==> config.mk <==
export PLATFORM = sky130hd
export DESIGN_NAME = ps2_host_port
export DESIGN_NICKNAME = d
export VERILOG_FILES = /design/src/rtl/ps2_host_port.sv
export SDC_FILE = /design/constraint.sdc
export NUM_CORES = 1
export LEC_CHECK = 0
export CORE_MARGIN = 4
export CORE_UTILIZATION = 57
export DETAILED_ROUTE_END_ITERATION = 10
export DONT_BUFFER_PORTS = 1
export PLACE_DENSITY = 0.72
export SKIP_CTS_REPAIR_TIMING = 1
export SYNTH_ARGS = -nofsm -noshare
export SYNTH_HDL_FRONTEND = slang
export SYNTH_SLANG_ARGS = --single-unit
==> constraint.sdc <==
create_clock -name clk -period 5.71 [get_ports clk]
set_input_delay 0.8565 -clock clk [delete_from_list [all_inputs] [get_ports clk]]
set_output_delay 0.8565 -clock clk [all_outputs]
set_load 0.1 [all_outputs]
==> src/rtl/ps2_host_port.sv <==
module ps2_host_port #(
  parameter int FILTER_LEN     = 3,
  parameter int INHIBIT_CYCLES = 12500,
  parameter int TIMEOUT_CYCLES = 250000
) (
  input  logic       clk,
  input  logic       rst_n,
  input  logic [1:0] reg_addr,
  input  logic       reg_wr,
  input  logic       reg_rd,
  input  logic [7:0] reg_wdata,
  output logic [7:0] reg_rdata,
  output logic       irq,
  input  logic       ps2_clk_i,
  input  logic       ps2_dat_i,
  output logic       ps2_clk_oe,
  output logic       ps2_dat_oe
);
  localparam int IW = $clog2(INHIBIT_CYCLES + 1);
  localparam int TW = $clog2(TIMEOUT_CYCLES + 1);
  localparam logic [1:0] A_STAT = 2'd0, A_CTRL = 2'd1, A_TX = 2'd2, A_RX = 2'd3;

  typedef enum logic [1:0] {T_IDLE, T_INH, T_START, T_SHIFT} tx_state_t;

  logic [1:0] clk_sync, dat_sync;
  logic [FILTER_LEN-1:0] clk_hist, dat_hist;
  logic clk_f, dat_f;

  logic [5:0] ctrl;
  logic [3:0] rx_cnt;
  logic [8:0] rx_sr;
  logic [7:0] rx_data;
  logic rx_full, par_err, frm_err;
  tx_state_t tx_st;
  logic [3:0] tx_cnt;
  logic [8:0] tx_sr;
  logic tx_drive, tx_empty, post_inh;
  logic [IW-1:0] inh_cnt;
  logic [TW-1:0] to_cnt;

  wire clk_fall = clk_f & ~|clk_hist;
  wire clk_rise = ~clk_f & &clk_hist;
  wire tx_busy  = tx_st != T_IDLE;
  wire busy     = (rx_cnt != 4'd0) || (tx_st == T_SHIFT);
  wire to_hit   = to_cnt == TW'(TIMEOUT_CYCLES);
  wire clk_hold = ctrl[5] || tx_st == T_INH || tx_st == T_START ||
                  (tx_st == T_IDLE && (!ctrl[4] || post_inh));
  wire tx_take  = reg_wr && reg_addr == A_TX && tx_empty && ctrl[1];

  assign ps2_clk_oe = clk_hold;
  assign ps2_dat_oe = tx_drive;
  assign irq = (rx_full && ctrl[3]) || (tx_empty && ctrl[2]);

  always_comb begin
    case (reg_addr)
      A_STAT:  reg_rdata = {frm_err, par_err, rx_cnt != 4'd0, rx_full,
                            tx_empty, tx_busy, ps2_clk_oe, clk_f};
      A_CTRL:  reg_rdata = {2'b00, ctrl};
      A_RX:    reg_rdata = rx_data;
      default: reg_rdata = 8'h00;
    endcase
  end

  always_ff @(posedge clk or negedge rst_n) begin
    if (!rst_n) begin
      clk_sync <= '1; dat_sync <= '1;
      clk_hist <= '1; dat_hist <= '1;
      clk_f    <= 1'b1; dat_f <= 1'b1;
    end else begin
      clk_sync <= {clk_sync[0], ps2_clk_i};
      dat_sync <= {dat_sync[0], ps2_dat_i};
      clk_hist <= {clk_hist[FILTER_LEN-2:0], clk_sync[1]};
      dat_hist <= {dat_hist[FILTER_LEN-2:0], dat_sync[1]};
      if (&clk_hist) clk_f <= 1'b1; else if (~|clk_hist) clk_f <= 1'b0;
      if (&dat_hist) dat_f <= 1'b1; else if (~|dat_hist) dat_f <= 1'b0;
    end
  end

  always_ff @(posedge clk or negedge rst_n) begin
    if (!rst_n) begin
      ctrl <= '0; rx_cnt <= '0; rx_sr <= '0; rx_data <= '0;
      rx_full <= 1'b0; par_err <= 1'b0; frm_err <= 1'b0;
      tx_st <= T_IDLE; tx_cnt <= '0; tx_sr <= '0; tx_drive <= 1'b0;
      tx_empty <= 1'b1; post_inh <= 1'b0; inh_cnt <= '0; to_cnt <= '0;
    end else begin
      if (reg_wr && reg_addr == A_CTRL) begin
        ctrl <= reg_wdata[5:0];
        if (!reg_wdata[0]) post_inh <= 1'b0;
      end
      if (ctrl[5]) begin
        rx_cnt <= '0; rx_full <= 1'b0; par_err <= 1'b0; frm_err <= 1'b0;
        tx_st <= T_IDLE; tx_drive <= 1'b0; tx_empty <= 1'b1;
        post_inh <= 1'b0; to_cnt <= '0;
      end else begin
        to_cnt <= (busy && !(clk_fall || clk_rise) && !to_hit) ? to_cnt + 1'b1 : '0;
        if (reg_rd && reg_addr == A_RX) begin
          rx_full <= 1'b0; par_err <= 1'b0; frm_err <= 1'b0;
        end
        if (tx_take) begin
          tx_sr    <= {~^reg_wdata, reg_wdata};
          tx_empty <= 1'b0;
        end

        if (to_hit && rx_cnt != 4'd0) begin
          rx_cnt  <= '0;
          frm_err <= 1'b1;
        end else if (clk_fall && tx_st == T_IDLE && !clk_hold) begin
          if (rx_cnt == 4'd0) begin
            if (!dat_f) rx_cnt <= 4'd1;
          end else if (rx_cnt == 4'd10) begin
            rx_cnt <= '0;
            if (dat_f) begin
              rx_data <= rx_sr[7:0];
              rx_full <= 1'b1;
              par_err <= ~^rx_sr;
            end else begin
              frm_err <= 1'b1;
            end
          end else begin
            rx_sr  <= {dat_f, rx_sr[8:1]};
            rx_cnt <= rx_cnt + 4'd1;
          end
        end

        case (tx_st)
          T_IDLE: if (!tx_empty && rx_cnt == 4'd0) begin
            tx_st <= T_INH; inh_cnt <= '0; post_inh <= 1'b0;
          end
          T_INH: if (inh_cnt == IW'(INHIBIT_CYCLES - 1)) begin
            tx_st <= T_START; tx_drive <= 1'b1;
          end else inh_cnt <= inh_cnt + 1'b1;
          T_START: begin tx_st <= T_SHIFT; tx_cnt <= '0; end
          default: if (to_hit) begin
            tx_st <= T_IDLE; tx_drive <= 1'b0; tx_empty <= 1'b1;
          end else if (clk_fall) begin
            tx_cnt <= tx_cnt + 4'd1;
            if (tx_cnt < 4'd9) begin
              tx_drive <= ~tx_sr[0];
              tx_sr    <= {1'b0, tx_sr[8:1]};
            end else if (tx_cnt == 4'd9) begin
              tx_drive <= 1'b0;
            end else begin
              tx_st <= T_IDLE; tx_empty <= 1'b1; post_inh <= ctrl[0];
            end
          end
        endcase
      end
    end
  end
endmodule


* Word level (Yosys, flattened, before mapping)
Cells that the tools add are included.
** Operators by class
- Add/sub/neg operators :: 4
- $lt $le $gt $ge :: 1
- Equality and inequality tests :: 21
- Multiplexer cells :: 76
- Bitwise operators :: 9
- Reduce and logical (&&, ||, !) cells :: 55
** Operators with widths (number)
- 2-to-1 mux 1 bit :: 46
- 2-to-1 mux 9 bit :: 5
- 2-to-1 mux 18 bit :: 2
- 2-to-1 mux 4 bit :: 8
- 2-to-1 mux 14 bit :: 2
- case mux 14 bit (2 select lines) :: 1
- case mux 8 bit (3 select lines) :: 1
- adder 18 x 1 -> 18 bit, second input constant :: 1
- equality test 18 bit, second input constant :: 1
- adder 14 x 1 -> 14 bit, second input constant :: 1
- equality test 14 bit, second input constant :: 1
- logical AND 1 bit :: 14
- 2-to-1 mux 2 bit :: 7
- inequality test 6 bit, second input constant :: 2
- AND reduction 4 bit :: 3
- AND reduction 5 bit :: 2
- OR reduction 3 bit :: 3
- XNOR reduction 9 bit :: 1
- adder 4 x 1 -> 4 bit, second input constant :: 2
- equality test 2 bit, second input constant :: 4
- equality test 4 bit, second input constant :: 2
- inequality test 2 x 1 -> 1 bit, second input constant :: 4
- case mux 4 bit (2 select lines) :: 1
- nonzero test 4 bit :: 2
- 22 further kinds :: 50
** Storage, ports and cells
- Flip-flop bits (word level) :: 92
- Input port bits :: 16
- Output and inout port bits :: 11
- Word-level logic and storage cells :: 187

* Logic depth before layout (Yosys ltp)
- Depth after elaboration :: 11
- Mapped depth :: 9
- Mapped depth without buffers :: 7

* Worst setup path before layout
Ideal clock, no wire load.
- Path kind :: register -> output
- Start :: register tx_st[0]
- End :: output reg_rdata[1]
- Data arrival time :: 3.821 ns
- Data required time :: 4.853 ns
- Path slack :: 1.032 ns
- Cell stages (with the launch flop) :: 7
- Path buffers :: 0
- Path through :: dfrtp_1 > inv_1 > ha_1 > or3_4 > a21o_1 > mux2i_1 > o21ai_0
** Between the ends
- Longest elaborated chain between the ends :: 5
- Elaborated cells on any way between the ends :: 8
- Those cells by class :: eq/ne (2); mux (1); reduce/logical (5)
** RTL lines
- start, declared :: RTL line 34 : tx_state_t tx_st;
- start signal, assigned :: RTL line 83 : tx_st <= T_IDLE; tx_cnt <= '0; tx_sr <= '0; tx_drive <= 1'b0;
- start signal, assigned :: RTL line 92 : tx_st <= T_IDLE; tx_drive <= 1'b0; tx_empty <= 1'b1;
- start signal, assigned :: RTL line 127 : tx_st <= T_INH; inh_cnt <= '0; post_inh <= 1'b0;
- equality test 2 x 1 -> 1 bit :: RTL line 46 : wire clk_hold = ctrl[5] || tx_st == T_INH || tx_st == T_START ||
- logical OR 1 bit (2 in series) :: RTL line 46
- logical OR 1 bit (*) :: RTL line 46
- net ps2_clk_oe :: RTL line 16 : output logic ps2_clk_oe,
- case mux 8 bit (3 select lines) (*) :: RTL line 55 : case (reg_addr)
- end, declared :: RTL line 12 : output logic [7:0] reg_rdata,
Mark *: on every way through the listed nets, which the timed path passes. The rest lies on a longest branch.

* Final worst setup path
- Start :: register ctrl[5]
- End :: output reg_rdata[1]
** Between the ends
- Longest elaborated chain between the ends :: 4
** RTL lines
- start, declared :: RTL line 29 : logic [5:0] ctrl;
- start signal, assigned :: RTL line 87 : ctrl <= reg_wdata[5:0];
- logical OR 1 bit (3 in series) :: RTL line 46
- net ps2_clk_oe :: RTL line 16
- case mux 8 bit (3 select lines) :: RTL line 55
The timed path passes the listed nets, and every way through them passes these cells.

==> qor_table.md <==
| Metric | Value | Unit |
|---|---|---|
| Lkg Pwr | 2.256 | nW |
| Worst hold path class | input pin to async pin | - |
| Number of global-route vias before repair | 3,316 | - |
| Share of layout cells above drive strength 1 | 0.1868 | - |
| Stage delay of the slowest cell on the critical path | 0.88 | ns |
| Boundary pin count | 27 | - |
| Headroom to the max-slew limit | 0.2612 | - |
| Nets | 480 | - |
| Setup crit end kind | output pin | - |
| Cell types with the largest area share after synthesis | sky130_fd_sc_hd__dfrtp_1, sky130_fd_sc_hd__dfstp_2, sky130_fd_sc_hd__mux2_2, sky130_fd_sc_hd__xor2_1, sky130_fd_sc_hd__nor2_1 | - |
| Leading cell type in the layout, fill and taps excluded | sky130_fd_sc_hd__dfrtp_1 | - |
| Multi-input gate area in the final layout | 0.002370 | mm^2 |
| Proportion of synthesized chip area in sequential cells | 0.4794 | - |
| H-tree depth reported by CTS | 3 | - |
| Number of failing hold endpoints at the final stage | 0 | - |
| Initial Utilization | 0.5885 | - |
| Fraction of registers with async set or reset after synthesis | 1.000 | - |
| Weighted congestion at the end of routability-driven global placement | 0.8796 | - |
| Sum Neg Setup Slack | 0 | ns |
| Inserted Clock Buffers | 9 | - |
| Routed len/inst | 16.35 | um |
| Latest clock arrival within the worst-skew pair | 0.36 | ns |
| Wire length after detailed routing | 9.156 | mm |
| Clk_skew | 0.01111 | ns |
| Total vias in the final route | 3,292 | - |
| Number of cells in the design after placement | 544 | - |
| Clock slew at the register clock pins of the worst setup and hold paths | 0.09 | ns |
| Unique cell type count in the Yosys netlist | 66 | - |
| Final number of setup-violating endpoints | 0 | - |
| Overflow left after global routing | 0 | - |
| Total iterations of the first detailed-routing run | 5 | - |
| GRT Total Usage | 0.1987 | - |
| Number of clock sinks | 92 | - |
| Count of antenna-violating nets left after detailed routing | 0 | - |
| Most used flip-flop cell after synthesis | sky130_fd_sc_hd__dfrtp_1 | - |
| Max-cap violations | 0 | - |
| Register Area | 0.002318 | mm^2 |
| Family with the most delay on the worst path | compound AO/OA/AOI/OAI gates | - |
| Met3 routing resource usage after global routing | 0.03475 | - |
| Post-Synthesis Cells | 453 | - |
| Pwr Total | 1.761 | mW |
| Slew Limit Fails | 0 | - |
| Met2 routing resource usage after global routing | 0.3197 | - |
| Largest net degree at the start of global routing | 93 | - |
| Slew at the pin closest to its max-slew limit | 1.108 | ns |
| Crit Path Class | register to output pin | - |
| Number of storage elements in the synthesis netlist | 92 | - |
| Starting DRC count in detailed routing | 71 | - |
| Worst path required time | 4.85 | ns |
| Cell taking the most area after synthesis | sky130_fd_sc_hd__dfrtp_1 | - |
| Clock root buffer | sky130_fd_sc_hd__clkbuf_8 | - |
| Antenna violations before repair | 0 | - |
| Summed instance area of the synthesized netlist | 0.004836 | mm^2 |
| Global-route wire length before repair | 15.98 | mm |
| Count of filler cells inserted in the layout | 672 | - |
| Cell with the largest stage delay on the worst path | sky130_fd_sc_hd__dfrtp_1 | - |
| Global routing met1 resource utilization | 0.2714 | - |
| Buffers from clock root to sink, at most | 2 | - |
| Number of DRC violations after detailed routing | 0 | - |
| Clock tree from TritonCTS | yes | - |
| Maximum ir drop on the vdd rail | 0.0002202 | V |
| Highest net fanout along the worst path | 26 | - |
| Number of synthesis warnings | 0 | - |
| Crit path time final | 4.137 | ns |
| Worst-path cell chain | or3_4 -> a21o_1 -> mux2i_1 -> o21ai_2 | - |
| Die X-Extent | 100.1 | um |
| Count of flip-flops with a built-in enable after synthesis | 0 | - |
| Synth-to-Final Area Change | 6.287 | % |
| Portion of synthesized cell area occupied by the leading cell type | 0.4088 | - |
| Total buffers and inverters traversed by the critical path | 0 | - |
| Routing layer with the top usage in global route | met2 | - |
| Average instance area after synthesis | 10.68 | um^2 |
| Final std cells w/o fill | 560 | - |
| Data arrival time at the worst-slack endpoint | 3.28 | ns |
| Pwr Density | 342.6 | mW/mm^2 |
| Setup repair after global routing missed its margin | no | - |
| Die outline height | 100.1 | um |
| Status | completed | - |
| DR vias/cell | 5.879 | - |
| Final worst-path cycle share | 0.7245 | - |
| Crit start category | register | - |
| Area enclosed by the die boundary | 0.01002 | mm^2 |
| Leading cell types in the layout, fill and taps excluded | sky130_fd_sc_hd__dfrtp_1, sky130_fd_sc_hd__nor2_1, sky130_fd_sc_hd__mux2_2 | - |
| Placeable core region | 0.008217 | mm^2 |
| Post-DP HPWL | 6.367 | mm |
| Highest achievable clock rate | 241.7 | MHz |
| Port Buffer Count | 0 | - |
| Total number of placement rows | 33 | - |
| Hold slack | 0.1833 | ns |
| Number of diodes added for antenna fixing | 0 | - |
| Post-Syn Nets | 483 | - |
layer usage:
metal  vias to the layer above  routed length [um]
met5                         -                   0
met2                        53                4476
met3                        16                 243
met4                         0                 147
li1                       1606                   -
met1                      1617                4289
worst reg2reg max path, delay by kind of cell, from the launching register on:
kind / cells / cell delay (ns)
and+or+nand+nor: 3 / 0.96
AOI/OAI and AO/OA: 2 / 0.88
adders and majority gates: 1 / 0.14
DFF: 1 / 0.44
buffers and inverters: 1 / 0.08
cells by family (layout without fill, tap and decap cells):
kind of cell	count (synthesis)	count (layout)	share of synthesized area
muxes	34	34	0.07684
AOI/OAI and AO/OA	79	79	0.1190
buffers and inverters	37	39	0.03519
xor gates and xnor gates	43	43	0.07788
and+or+nand+nor	154	154	0.1754
DFF	92	92	0.4794
adders and majority gates	14	14	0.03622
power by group:
group,total (mW),switching [mW],internal (mW)
Clock,0.496,0.235,0.262
Combinational,0.451,0.278,0.172
Sequential,0.814,0.0812,0.733
Total,1.76,0.594,1.17
sequential cells by signal, summed over array words and instances (netlist names):
name and count:
ctrl 6, rx_full 1, par_err 1, tx_sr 9, clk_sync 2, dat_sync 2, rx_cnt 4, dat_f 1
rx_sr 9, inh_cnt 14, rx_data 8, to_cnt 18, clk_f 1, tx_st 2, clk_hist 3, dat_hist 3
tx_empty 1, ps2_dat_oe 1, tx_cnt 4, frm_err 1, post_inh 1
worst paths after layout:
kind	start	end	slack, ns	cells after the start
min in group clk	clk_sync[0]$_DFF_PN1_	clk_sync[1]$_DFF_PN1_	0.35	0
max	ctrl[5]$_DFFE_PN0N_	reg_rdata[1]	1.57	4
min	rst_n	tx_sr[5]$_DFFE_PN0N_	0.18	0
max in group asynchronous	rst_n	dat_f$_DFFE_PN1P_	5.31	0
max reg2reg	to_cnt[0]$_DFF_PN0_	tx_sr[4]$_DFFE_PN0N_	3.10	7
min reg2reg	clk_sync[0]$_DFF_PN1_	clk_sync[1]$_DFF_PN1_	0.35	0
cells in the mapped netlist (all sizes together) (2+ instances only):
cell,n
nand4,9
buf,6
o22ai,2
xnor2,20
or3,4
o221a,8
and4,4
nor2b,2
and2,6
a22o,4
nand3b,3
o211ai,4
a21o,2
mux2,25
inv,22
o21ai,29
o2111ai,2
nor4bb,2
nor4b,3
xor2,23
nand4b,2
nor4,3
dfstp,13
clkbuf,9
nand3,21
nor2,50
dfrtp,79
nand2,23
a21oi,10
or4b,2
a31oi,4
and3,10
nor3,4
a41oi,2
ha,14
mux2i,9
per-stage QoR:
| step | area (um^2) | util | setup slack (ns) |
|---|---|---|---|
| after global routing | 5140 | 0.6256 | 1.442 |
| after floorplan | 4836 | - | 1.032 |
| after CTS | 5140 | 0.6256 | 1.571 |
| after detailed placement | 4910 | 0.5975 | 1.956 |
| after global placement | 4910 | 0.5975 | 1.967 |
| final | 5140 | 0.6256 | 1.573 |
area by class of cell:
class,count,share of cell area
inverter,22,0.01607
clock buffer,10,0.02678
tap,105,0.02556
multi-input combinational,324,0.4611
sequential,92,0.4511
clock inverter,6,0.01801
timing repair buffer,1,0.001461
Power figures use the tool's default switching activity.
